$ cat src/rtl/csum_pkg.sv
package csum_pkg;

  // Number of merge levels above the 1-bit blocks.
  function automatic int unsigned csum_levels(input int unsigned width);
    return $clog2(width);
  endfunction

  // True when width is a nonzero power of two.
  function automatic bit csum_is_pow2(input int unsigned width);
    return (width != 0) && ((width & (width - 1)) == 0);
  endfunction

endpackage

$ cat src/rtl/csum_leaf.sv
module csum_leaf (
  input  logic x,
  input  logic y,
  output logic s_lo,   // sum assuming incoming carry 0
  output logic c_lo,   // carry assuming incoming carry 0
  output logic s_hi,   // sum assuming incoming carry 1
  output logic c_hi    // carry assuming incoming carry 1
);
  logic half;

  assign half = x ^ y;
  assign s_lo = half;
  assign c_lo = x & y;
  assign s_hi = ~half;
  assign c_hi = x | y;
endmodule

$ cat src/rtl/csum_merge.sv
module csum_merge #(
  parameter int unsigned H = 1   // width of each half
) (
  input  logic [H-1:0]   lo_s_lo,
  input  logic [H-1:0]   lo_s_hi,
  input  logic           lo_c_lo,
  input  logic           lo_c_hi,
  input  logic [H-1:0]   up_s_lo,
  input  logic [H-1:0]   up_s_hi,
  input  logic           up_c_lo,
  input  logic           up_c_hi,
  output logic [2*H-1:0] s_lo,
  output logic [2*H-1:0] s_hi,
  output logic           c_lo,
  output logic           c_hi
);
  // Lower carry under each assumption picks the matching upper candidate.
  always_comb begin
    if (lo_c_lo) begin
      s_lo = {up_s_hi, lo_s_lo};
      c_lo = up_c_hi;
    end else begin
      s_lo = {up_s_lo, lo_s_lo};
      c_lo = up_c_lo;
    end
    if (lo_c_hi) begin
      s_hi = {up_s_hi, lo_s_hi};
      c_hi = up_c_hi;
    end else begin
      s_hi = {up_s_lo, lo_s_hi};
      c_hi = up_c_lo;
    end
  end
endmodule

$ cat src/rtl/csum_tree.sv
module csum_tree #(
  parameter int unsigned W = 32
) (
  input  logic [W-1:0] a,
  input  logic [W-1:0] b,
  output logic [W-1:0] sum_lo,
  output logic [W-1:0] sum_hi,
  output logic         cry_lo,
  output logic         cry_hi
);
  localparam int unsigned LV = csum_pkg::csum_levels(W);

  if (!csum_pkg::csum_is_pow2(W) || W < 2) begin : g_bad_width
    $error("csum_tree: W must be a power of two and at least 2");
  end

  for (genvar lv = 0; lv <= LV; lv++) begin : g_lv
    localparam int unsigned N = W >> lv;        // blocks at this level
    localparam int unsigned BW = 1 << lv;       // block width at this level
    logic [W-1:0] s_lo;
    logic [W-1:0] s_hi;
    logic [N-1:0] c_lo;
    logic [N-1:0] c_hi;

    if (lv == 0) begin : g_leaves
      for (genvar i = 0; i < W; i++) begin : g_bit
        csum_leaf u_leaf (
          .x    (a[i]),
          .y    (b[i]),
          .s_lo (s_lo[i]),
          .c_lo (c_lo[i]),
          .s_hi (s_hi[i]),
          .c_hi (c_hi[i])
        );
      end
    end else begin : g_merges
      localparam int unsigned H = BW / 2;
      for (genvar k = 0; k < N; k++) begin : g_blk
        csum_merge #(.H(H)) u_merge (
          .lo_s_lo (g_lv[lv-1].s_lo[k*BW +: H]),
          .lo_s_hi (g_lv[lv-1].s_hi[k*BW +: H]),
          .lo_c_lo (g_lv[lv-1].c_lo[2*k]),
          .lo_c_hi (g_lv[lv-1].c_hi[2*k]),
          .up_s_lo (g_lv[lv-1].s_lo[k*BW+H +: H]),
          .up_s_hi (g_lv[lv-1].s_hi[k*BW+H +: H]),
          .up_c_lo (g_lv[lv-1].c_lo[2*k+1]),
          .up_c_hi (g_lv[lv-1].c_hi[2*k+1]),
          .s_lo    (s_lo[k*BW +: BW]),
          .s_hi    (s_hi[k*BW +: BW]),
          .c_lo    (c_lo[k]),
          .c_hi    (c_hi[k])
        );
      end
    end
  end

  assign sum_lo = g_lv[LV].s_lo;
  assign sum_hi = g_lv[LV].s_hi;
  assign cry_lo = g_lv[LV].c_lo[0];
  assign cry_hi = g_lv[LV].c_hi[0];
endmodule

$ cat src/rtl/csum_adder.sv
module csum_adder #(
  parameter int unsigned W = 32
) (
  input  logic         clk,
  input  logic         rst,
  input  logic [W-1:0] opa,
  input  logic [W-1:0] opb,
  input  logic         cin,
  output logic [W-1:0] sum,
  output logic         cout
);
  logic [W-1:0] t_sum_lo;
  logic [W-1:0] t_sum_hi;
  logic         t_cry_lo;
  logic         t_cry_hi;
  logic [W-1:0] nxt_sum;
  logic         nxt_cout;

  csum_tree #(.W(W)) u_tree (
    .a      (opa),
    .b      (opb),
    .sum_lo (t_sum_lo),
    .sum_hi (t_sum_hi),
    .cry_lo (t_cry_lo),
    .cry_hi (t_cry_hi)
  );

  // Real carry-in resolves the block-wide candidates.
  always_comb begin
    if (cin) begin
      nxt_sum  = t_sum_hi;
      nxt_cout = t_cry_hi;
    end else begin
      nxt_sum  = t_sum_lo;
      nxt_cout = t_cry_lo;
    end
  end

  always_ff @(posedge clk) begin
    if (rst) begin
      sum  <= '0;
      cout <= 1'b0;
    end else begin
      sum  <= nxt_sum;
      cout <= nxt_cout;
    end
  end


  add_result_chk: assert property (@(posedge clk) disable iff (rst)
    1'b1 |=> ({cout, sum} == ({1'b0, $past(opa)} + {1'b0, $past(opb)}
                              + {{W{1'b0}}, $past(cin)})));


  reset_clear_chk: assert property (@(posedge clk)
    rst |=> (sum == '0 && cout == 1'b0));


  full_carry_chk: assert property (@(posedge clk) disable iff (rst)
    (&opa && opb == '0 && cin) |=> (sum == '0 && cout));


  carry_mono_chk: assert property (@(posedge clk) disable iff (rst)
    t_cry_lo |-> t_cry_hi);


  cand_step_chk: assert property (@(posedge clk) disable iff (rst)
    1'b1 |-> ({t_cry_hi, t_sum_hi} == {t_cry_lo, t_sum_lo} + 1'b1));


  pick_lo_chk: assert property (@(posedge clk) disable iff (rst)
    !cin |=> ({cout, sum} == $past({t_cry_lo, t_sum_lo})));


  pick_hi_chk: assert property (@(posedge clk) disable iff (rst)
    cin |=> ({cout, sum} == $past({t_cry_hi, t_sum_hi})));
endmodule

$ cat config.mk
export PLATFORM = sky130hd
export DESIGN_NAME = csum_adder
export DESIGN_NICKNAME = d
export VERILOG_FILES = /design/src/rtl/csum_pkg.sv /design/src/rtl/csum_leaf.sv /design/src/rtl/csum_merge.sv /design/src/rtl/csum_tree.sv /design/src/rtl/csum_adder.sv
export SDC_FILE = /design/constraint.sdc
export NUM_CORES = 1
export LEC_CHECK = 0
export BUFFER_PORTS_ARGS = -buffer_cell sky130_fd_sc_hd__buf_4
export CORE_UTILIZATION = 43
export DETAILED_ROUTE_END_ITERATION = 10
export MAX_ROUTING_LAYER = met4
export PLACE_DENSITY_LB_ADDON = 0.12
export SETUP_SLACK_MARGIN = 0.3
export SYNTH_ARGS = -nofsm -noshare
export SYNTH_HDL_FRONTEND = slang
export SYNTH_SLANG_ARGS = --single-unit
$ cat constraint.sdc
create_clock -name clk -period 9.8 [get_ports clk]
set_clock_uncertainty 0.05 [all_clocks]
set_input_delay 1.96 -clock clk [delete_from_list [all_inputs] [get_ports clk]]
set_output_delay 1.96 -clock clk [all_outputs]
set_load 0.03 [all_outputs]
==> results.py, run 1 <==
metrics = {
    "timing": {
        "tightest_slew_ns": 0.554,
        "rsz0062_at_grt": "false",
        "setup_ws_ns": 5.03,
        "setup_viol": 0,
        "hold_viol": 0,
        "post-route-period-util_pct": 48.6,
        "slew_headroom_pct": 62.7,
        "finalSetupTns_ns": 0,
        "drv_slew": 0,
        "min_period_ns": 4.77,
        "max_freq_mhz": 210,
    },
    "yosys": {
        "synthFlopType": "dfxtp_1",
        "synth_area_leader_cell": "ha_1",
        "synth_edf_count": 0,
        "yosysWarningCount": 0,
        "synth.most_common_cell": "inv_1",
        "synth_nets": 575,
        "async_reset_ff_share_pct": 0,
        "synth_cell_types": 45,
        "synth_area_sq_um": 3430,
        "syn_inst": 444,
        "netlist_top_cells_area": "ha_1, dfxtp_1, inv_1",
        "ys_top_cells_by_count": "inv_1, ha_1, nor2_1",
        "avgSynthCellArea_sq_um": 7.72,
        "synth-seq-cells": 33,
        "synth_top_area_share_pct": 23.3,
        "yosysSeqAreaShare_pct": 19.3,
    },
    "global_route": {
        "grt_max_degree": 43,
        "grt_pass1_wl_mm": 12.6,
        "grt_overflow": 0,
        "grt_pass1_vias": 3036,
        "antenna_found_initial": 0,
        "track_usage_pct": 18.9,
    },
    "floorplanning": {
        "core_area_sq_um": 7730,
        "num_rows": 32,
        "die_h_um": 91.3,
        "die_x_um": 91.3,
        "start_util_pct": 44.4,
        "die_area_sq_um": 8340,
        "ios": 100,
    },
    "worst_hold_path": {
        "min-delay-start": "cin",
        "min_path_cells": 3,
        "hold_end": "sum[0]",
        "hold_path.class": "in -> reg",
    },
    "clock_tree": {
        "clock-root-buffer": "clkbuf_8",
        "cts_tree": "done",
        "clk_pin_slew_ns": 0.07,
        "ctsHoldBuffers": 0,
        "clkSinkCount": 33,
        "cts_resized": 0,
        "htreeDepth": 2,
        "postCtsSetupBuffers": 0,
        "cts_buffers": 5,
        "cts_max_path_buffers": 2,
    },
    "routing": {
        "dr.first_iter.drc_count": 82,
        "ant_nets": 0,
        "drc": 0,
        "routedWlPerCell_um": 11.2,
        "drt_pass1_iterations": 4,
        "routed_via_density": 4.93,
        "dr_total_vias": 3197,
        "finalWirelength_mm": 7.25,
    },
    "finish": {
        "layout.cells.non_filler": 648,
        "nets": 677,
        "n_antenna_cell": 0,
        "syn_to_final_growth_pct": 27.5,
        "final_layout_size_suffix_gt1_share_pct": 22.0,
        "final.fill_count": 736,
    },
    "worst_setup_path": {
        "required_ns": 9.93,
        "crit_path_end_kind": "flop",
        "worst-path-max-fanout": 9,
        "critPathKind": "in -> reg",
        "critical_path_arrival_ns": 4.90,
        "worstSetupStartpointType": "input pin",
    },
    "placement": {
        "place_inst": 641,
        "place_ws_ns": 4.73,
        "hpwl_mm": 5.96,
        "routabilityCongestion": 0.829,
        "port_buffers": 99,
    },
    "pwr": {
        "leakage_nw": 2.35,
        "vdd_drop_max_mv": 0.0850,
        "cellPowerDensity_nw_per_um2": 133,
    },
    "job": {
        "maxCapViolations": 0,
    },
    "outcome": {
        "run_status": "finished, final reports clean",
    },
}
-- power breakdown --
group | internal [mW] | switching [mW]
Combinational | 0.136 | 0.167
Sequential | 0.161 | 0.00761
Clock | 0.0558 | 0.0528
Total | 0.352 | 0.227
-- logic make-up after synthesis --
group           count (synthesis)  share of synthesized area (%)
mux                            17                           5.14
xor+xnor                       28                           7.15
compound gates                 69                           12.9
flops                          33                           19.3
fa+ha+maj                      64                           23.3
simple gates                  158                           24.0
buf+inv                        75                           8.21
-- final cells by class --
class / instances / area (sq um) / share of cell area [%]
inverters: 71 / 267 / 6.10
well taps: 102 / 128 / 2.92
multi-input cells: 336 / 2490 / 56.9
repair buffers: 99 / 743 / 17.0
clock buffers: 7 / 86.3 / 1.97
flip-flops and latches: 33 / 661 / 15.1
-- worst max-delay path: stages --
cell      delay, ns
buf_4          0.11
ha_1           0.21
or2_0          0.24
and3_1         0.19
or3_1          0.30
a211o_1        0.31
nand2_2        0.18
mux2_2         0.46
mux2_2         0.30
mux2_2         0.37
o221ai_1       0.19
nand2_1        0.07
-- placed cells by master, fill, tap and decap left out, types with 7 or more instances in the layout --
cell type  Yosys  routed
buf_4          0      99
or3_1          7       7
dfxtp_1       33      33
o22ai_1        7       7
a21oi_1       19      19
nor3_1        11      11
mux2i_1       12      12
inv_1         71      71
and2_1         7       7
nor2b_1       15      15
nor2_1        55      55
nand2_1       23      23
ha_1          64      64
xnor2_1       23      23
o21ai_0       15      15
-- state kept, by name, summed over array words and instances (netlist names) --
name,count
cout,1
sum,32
-- per-stage QoR --
| step | util [%] | instance area, sq um | power [mW] | hold slack [ns] |
|---|---|---|---|---|
| after floorplan | - | 3430 | 0.381 | 2.06 |
| after global placement | 55.5 | 4290 | 0.470 | 2.19 |
| after detailed placement | 55.5 | 4290 | 0.474 | 2.19 |
| after CTS | 56.6 | 4370 | 0.585 | 1.90 |
| after global routing | 56.6 | 4370 | 0.620 | 1.91 |
| final | 56.6 | 4370 | 0.580 | 1.89 |
-- metal layers --
| metal | part of all wire [%] | global-route usage [%] |
|---|---|---|
| met1 | 47 | 22.7 |
| met2 | 46 | 31.6 |
| met3 | 5.0 | 4.10 |
| met4 | 2.0 | 5.56 |
| met5 | 0 | - |
-- how the worst max path moves through the flow --
stage                     startpoint       to  slack [ns]  cells after the start
after floorplan               opa[4]     cout        5.05                     11
after global placement        opa[4]  sum[31]        4.78                     12
after detailed placement      opa[4]     cout        4.73                     12
after CTS                     opa[4]     cout        5.03                     12
after global routing          opa[4]     cout        4.86                     12
final                         opa[4]  sum[31]        5.03                     12
No activity file was read; power rests on OpenSTA's default activity.
==> run 2: changes to the inputs <==
==> constraint.sdc (replaced) <==
create_clock -name clk -period 4.7 [get_ports clk]
set_clock_uncertainty 0.05 [all_clocks]
set_input_delay 0.94 -clock clk [delete_from_list [all_inputs] [get_ports clk]]
set_output_delay 0.94 -clock clk [all_outputs]
set_load 0.03 [all_outputs]
==> run 2 against run 1 <==
Compared with the run above:
- first-iteration DRC count shrank 3.7%
- total power grew 110%
- worst hold slack got worse by 1.0 ns
- clock power up 100%
- non-clock buffer count did not move
- global-route usage down 0.058 points
- cell count stayed put
- die area stayed put
- critical path type unchanged
- critical endpoint unchanged
- largest cell class unchanged
- largest power group unchanged
==> results.py, run 2 (synthesis results as in run 1) <==
metrics = {
    "outcome": {
        "run_status": "finished, final reports clean",
    },
    "worst_setup_path": {
        "worstSetupStartpointType": "input pin",
        "required_ns": 4.82,
        "critPathMaxStageDelay_ns": 0.45,
        "worst-path-max-fanout": 9,
        "slowest_stage": "mux2_2",
        "crit_path_end_kind": "flop",
        "crit_top_cell": "mux2_2",
        "path_delay_family": "multiplexers",
        "crit_chain": "buf_4 -> ha_1 -> or2_0 -> and3_1 -> or3_1 -> a211o_1 -> nand2_2 -> mux2_2 -> mux2_2 -> mux2_2 -> o221ai_1 -> nand2_1",
        "critical_path_arrival_ns": 3.90,
        "critPathKind": "in -> reg",
        "cp.buffers_inverters": 1,
    },
    "routing": {
        "ant_nets": 0,
        "routed_via_density": 4.91,
        "dr.first_iter.drc_count": 79,
        "drt_pass1_iterations": 4,
        "routedWlPerCell_um": 11.3,
        "finalWirelength_mm": 7.31,
        "drc": 0,
        "dr_total_vias": 3179,
    },
    "floorplanning": {
        "die_h_um": 91.3,
        "start_util_pct": 44.4,
        "die_x_um": 91.3,
        "core_area_sq_um": 7730,
        "die_area_sq_um": 8340,
        "ios": 100,
        "num_rows": 32,
    },
    "timing": {
        "min_period_ns": 3.78,
        "rsz0062_at_grt": "false",
        "slew_headroom_pct": 60.9,
        "hold_viol": 0,
        "post-route-period-util_pct": 80.5,
        "setup_viol": 0,
        "finalSetupTns_ns": 0,
        "tightest_slew_ns": 0.581,
        "max_freq_mhz": 264,
        "drv_slew": 0,
    },
    "clock_tree": {
        "cts_buffers": 5,
        "ctsHoldBuffers": 0,
        "clk_pin_slew_ns": 0.07,
        "postCtsSetupBuffers": 0,
        "cts_resized": 0,
        "clkSinkCount": 33,
        "htreeDepth": 2,
        "clock-root-buffer": "clkbuf_8",
        "cts_tree": "done",
        "cts_max_path_buffers": 2,
    },
    "finish": {
        "final_cell_mix": "buf_4, inv_1, ha_1",
        "layout.cells.non_filler": 648,
        "multi_input_area_sq_um": 2490,
        "layout_commonest_cell": "buf_4",
        "n_antenna_cell": 0,
        "nets": 677,
        "top_regs": "sum (32), cout (1)",
        "fin_util_pct": 56.6,
        "regArea_sq_um": 661,
        "largest_reg_flops": 32,
        "final_layout_size_suffix_gt1_share_pct": 22.0,
        "final.fill_count": 747,
        "regMostFlops": "sum",
        "syn_to_final_growth_pct": 27.5,
    },
    "worst_hold_path": {
        "min_path_cells": 3,
        "min-delay-start": "cin",
        "hold_end": "sum[0]",
        "hold_path.class": "in -> reg",
    },
    "pwr": {
        "cellPowerDensity_nw_per_um2": 275,
        "p_total_mw": 1.20,
        "leakage_nw": 2.35,
        "vdd_drop_max_mv": 0.172,
    },
    "placement": {
        "place_inst": 641,
        "port_buffers": 99,
        "routabilityCongestion": 0.828,
        "hpwl_mm": 6.03,
    },
    "global_route": {
        "grt_max_degree": 43,
        "grt_pass1_vias": 3006,
        "grt_pass1_wl_mm": 12.6,
        "grt_overflow": 0,
        "antenna_found_initial": 0,
        "track_usage_pct": 18.8,
    },
    "job": {
        "maxCapViolations": 0,
    },
}
==> run 2: cell counts in the layout (fill, tap and decap cells not counted) <==
Identical to the previous run, type by type.
==> run 2: worst max path at each step <==
stage	from	to	depth (start not counted)
global route	opa[4]	sum[30]	12
floorplan	opa[4]	cout	11
finish	opa[4]	sum[31]	12
detailed placement	opa[4]	sum[31]	12
CTS	opa[4]	sum[31]	12
global placement	opa[4]	sum[31]	12
==> run 2: power breakdown <==
part / leakage, nW / internal (mW) / switching, mW
clock network: 0.0443 / 0.116 / 0.105
logic: 2.03 / 0.283 / 0.348
registers: 0.275 / 0.335 / 0.0160
total: 2.35 / 0.735 / 0.469
==> run 2: final cells by class <==
class / instances / area share (%)
sequential: 33 / 15.1
tap: 102 / 2.92
multi-input combinational: 336 / 56.9
clock buffer: 7 / 1.97
timing repair buffer: 99 / 17.0
inverter: 71 / 6.10
==> run 2: tightest hold or removal path, cell delays in order <==
cell,delay (ns)
buf_4,0.11
xnor2_1,0.07
nor2_1,0.08
==> run 2: per-layer routing <==
layer | share of wire, % | GRT usage (%) | vias up
met2 | 46 | 31.8 | 80
met4 | 1.5 | 5.82 | 0
met1 | 47 | 22.2 | 1424
li1 | - | - | 1667
met5 | 0 | - | -
met3 | 5.4 | 4.19 | 8
==> run 2: stage by stage <==
stage / hold WS (ns) / setup WS, ns / cell area (sq um)
final: 0.889 / 0.918 / 4370
after global routing: 0.891 / 0.770 / 4370
after CTS: 0.879 / 0.930 / 4370
after detailed placement: 1.17 / 0.624 / 4290
after global placement: 1.17 / 0.696 / 4290
after floorplan: 1.04 / 0.970 / 3430
==> run 3: changes to the inputs <==
--- a/config.mk
+++ b/config.mk
@@ -5,6 +5,7 @@
 export SDC_FILE = /design/constraint.sdc
 export NUM_CORES = 1
 export LEC_CHECK = 0
+export ABC_AREA = 1
 export BUFFER_PORTS_ARGS = -buffer_cell sky130_fd_sc_hd__buf_4
 export CORE_UTILIZATION = 43
 export DETAILED_ROUTE_END_ITERATION = 10
==> constraint.sdc (replaced) <==
create_clock -name clk -period 3.76 [get_ports clk]
set_clock_uncertainty 0.05 [all_clocks]
set_input_delay 0.752 -clock clk [delete_from_list [all_inputs] [get_ports clk]]
set_output_delay 0.752 -clock clk [all_outputs]
set_load 0.03 [all_outputs]
==> run 3 against run 2 <==
Compared with the run above:
- clock power grew 45%
- critical path depth grew 1
- sequential power grew 21%
- synthesized cell count grew 83%
- global-route usage grew 1.9 points
- critical endpoint is now sum[30]
- highest routed layer unchanged
==> results.py, run 3 <==
metrics = {
    "outcome": {
        "run_status": "finished, final reports clean",
    },
    "yosys": {
        "synthMuxAreaShare_pct": 0.426,
        "synthAdderAreaFrac_pct": 17.0,
        "synth-simple-area-share_pct": 38.8,
        "synth_cell_types": 25,
        "synth_top_family_by_area": "simple AND/OR/NAND/NOR gates",
        "netlist_top_cells_area": "nand2_1, ha_1, dfxtp_1",
        "ys_top_cells_by_count": "nand2_1, inv_1, ha_1",
        "synth-xor-area-share_pct": 8.38,
        "synth-compound-area-share_pct": 10.7,
        "synth_top_area_share_pct": 26.7,
        "async_reset_ff_share_pct": 0,
        "synth_edf_count": 0,
        "yosysWarningCount": 0,
        "synth_nets": 945,
        "synth-seq-cells": 33,
        "syn_inst": 814,
        "synthFlopType": "dfxtp_1",
        "synth.most_common_cell": "nand2_1",
        "synth_area_sq_um": 4700,
        "synth_area_leader_cell": "nand2_1",
        "yosysSeqAreaShare_pct": 14.0,
        "avgSynthCellArea_sq_um": 5.78,
    },
    "floorplanning": {
        "num_rows": 37,
        "die_area_sq_um": 11400,
        "core_area_sq_um": 10500,
        "start_util_pct": 45.0,
        "die_x_um": 107,
        "die_h_um": 107,
        "ios": 100,
    },
    "clock_tree": {
        "ctsHoldBuffers": 0,
        "cts_max_path_buffers": 2,
        "htreeDepth": 2,
        "cts_buffers": 5,
        "clk_pin_slew_ns": 0.08,
        "cts_resized": 0,
        "clock-root-buffer": "clkbuf_8",
        "clkSinkCount": 33,
        "cts_tree": "done",
        "postCtsSetupBuffers": 0,
    },
    "worst_setup_path": {
        "critical_path_arrival_ns": 2.51,
        "worstSetupStartpointType": "input pin",
        "critPathMaxStageDelay_ns": 0.39,
        "required_ns": 3.89,
        "crit_path_end_kind": "flop",
        "critPathKind": "in -> reg",
        "crit_top_cell": "nand2_1",
        "slowest_stage": "o21ai_0",
        "crit_chain": "buf_4 -> inv_1 -> ha_1 -> o21ai_0 -> nand2_1 -> nand2_2 -> nand2_1 -> nand2_1 -> nand2_1 -> nand2_1 -> nand2_1 -> nand3_1 -> a21oi_1",
        "worst-path-max-fanout": 11,
    },
    "placement": {
        "place_area_sq_um": 5590,
        "hpwl_mm": 9.28,
        "place_inst": 1043,
        "place_ws_ns": 1.09,
        "routabilityCongestion": 0.798,
        "port_buffers": 99,
    },
    "worst_hold_path": {
        "hold_path.class": "in -> reg",
        "min_path_cells": 2,
    },
    "global_route": {
        "grt_max_degree": 23,
        "antenna_found_initial": 0,
        "grt_overflow": 0,
        "grt_pass1_vias": 4724,
        "grt_pass1_wl_mm": 19.2,
        "track_usage_pct": 20.7,
    },
    "pwr": {
        "leakage_nw": 3.38,
        "cellPowerDensity_nw_per_um2": 305,
        "vdd_drop_max_mv": 0.137,
        "p_total_mw": 1.73,
    },
    "finish": {
        "nets": 1045,
        "largest_reg_flops": 32,
        "syn_to_final_growth_pct": 21.0,
        "layout_commonest_cell": "nand2_1",
        "n_antenna_cell": 0,
        "final_cell_mix": "nand2_1, inv_1, buf_4",
        "top_regs": "sum (32), cout (1)",
        "fin_util_pct": 54.4,
        "layout.cells.non_filler": 1051,
        "regMostFlops": "sum",
        "final_area_sq_um": 5690,
        "final_layout_size_suffix_gt1_share_pct": 15.6,
    },
    "timing": {
        "hold_ws_ns": 0.685,
        "max_freq_mhz": 420,
        "finalSetupTns_ns": 0,
        "tightest_slew_ns": 0.714,
        "rsz0062_at_grt": "false",
        "drv_slew": 0,
        "slew_headroom_pct": 52.4,
        "setup_ws_ns": 1.38,
        "post-route-period-util_pct": 63.3,
        "min_period_ns": 2.38,
        "setup_viol": 0,
        "hold_viol": 0,
    },
    "routing": {
        "finalWirelength_mm": 11.3,
        "drc": 0,
        "dr_total_vias": 5011,
        "routed_via_density": 4.77,
        "drt_pass1_iterations": 4,
        "routedWlPerCell_um": 10.8,
        "ant_nets": 0,
        "dr.first_iter.drc_count": 211,
    },
    "job": {
        "maxCapViolations": 0,
    },
}
-- run 3: cell count changes in the layout (fill, tap and decap cells not counted), sizes merged, moves of 8 or more --
cell   delta
nand2   +328
o21ai    +59
inv      +51
xor2     +28
nand3    +17
nor2b    -15
nor2     +14
nor3     -11
xnor2    -11
mux2i    -10
or2       -8
or3       -8
-- run 3: final timing paths --
path,slack [ns],to,startpoint
max,1.38,sum[30],opa[16]
min,0.69,sum[28],rst
-- run 3: cell families (layout without fill, tap and decap cells) --
kind of cell	count (synthesis)	after routing
buffers and inverters	130	231
flip-flops	33	33
adder cells (fa/ha/maj)	64	64
multiplexers	2	2
XOR/XNOR	45	45
AO/OA/AOI/OAI	95	95
AND/OR/NAND/NOR	445	445
-- run 3: power by group --
group	internal (mW)	switching [mW]
combinational	0.365	0.623
clock	0.166	0.154
sequential	0.406	0.0198
-- run 3: area by class of cell --
type,instances,area (sq um)
clock buffers,7,96.3
clock inverters,1,5.00
fillers,1093,4770
inverters,124,473
multi-input cells,651,3540
flip-flops and latches,33,661
well taps,136,170
repair buffers,99,743
-- run 3: metal layers --
metal	global-route usage, %	wire length [um]	vias to the layer above	share of wire [%]
met3	2.13	434	18	3.8
met2	38.9	5680	118	50
li1	-	-	2677	-
met5	-	0	-	0
met1	23.0	5050	2198	45
met4	5.48	146	0	1.3
-- run 3: worst max-delay path, delay by kind of cell --
kind / cells / cell delay (ns)
simple gates: 8 / 0.92
fa+ha+maj: 1 / 0.24
buf+inv: 2 / 0.12
compound gates: 2 / 0.48
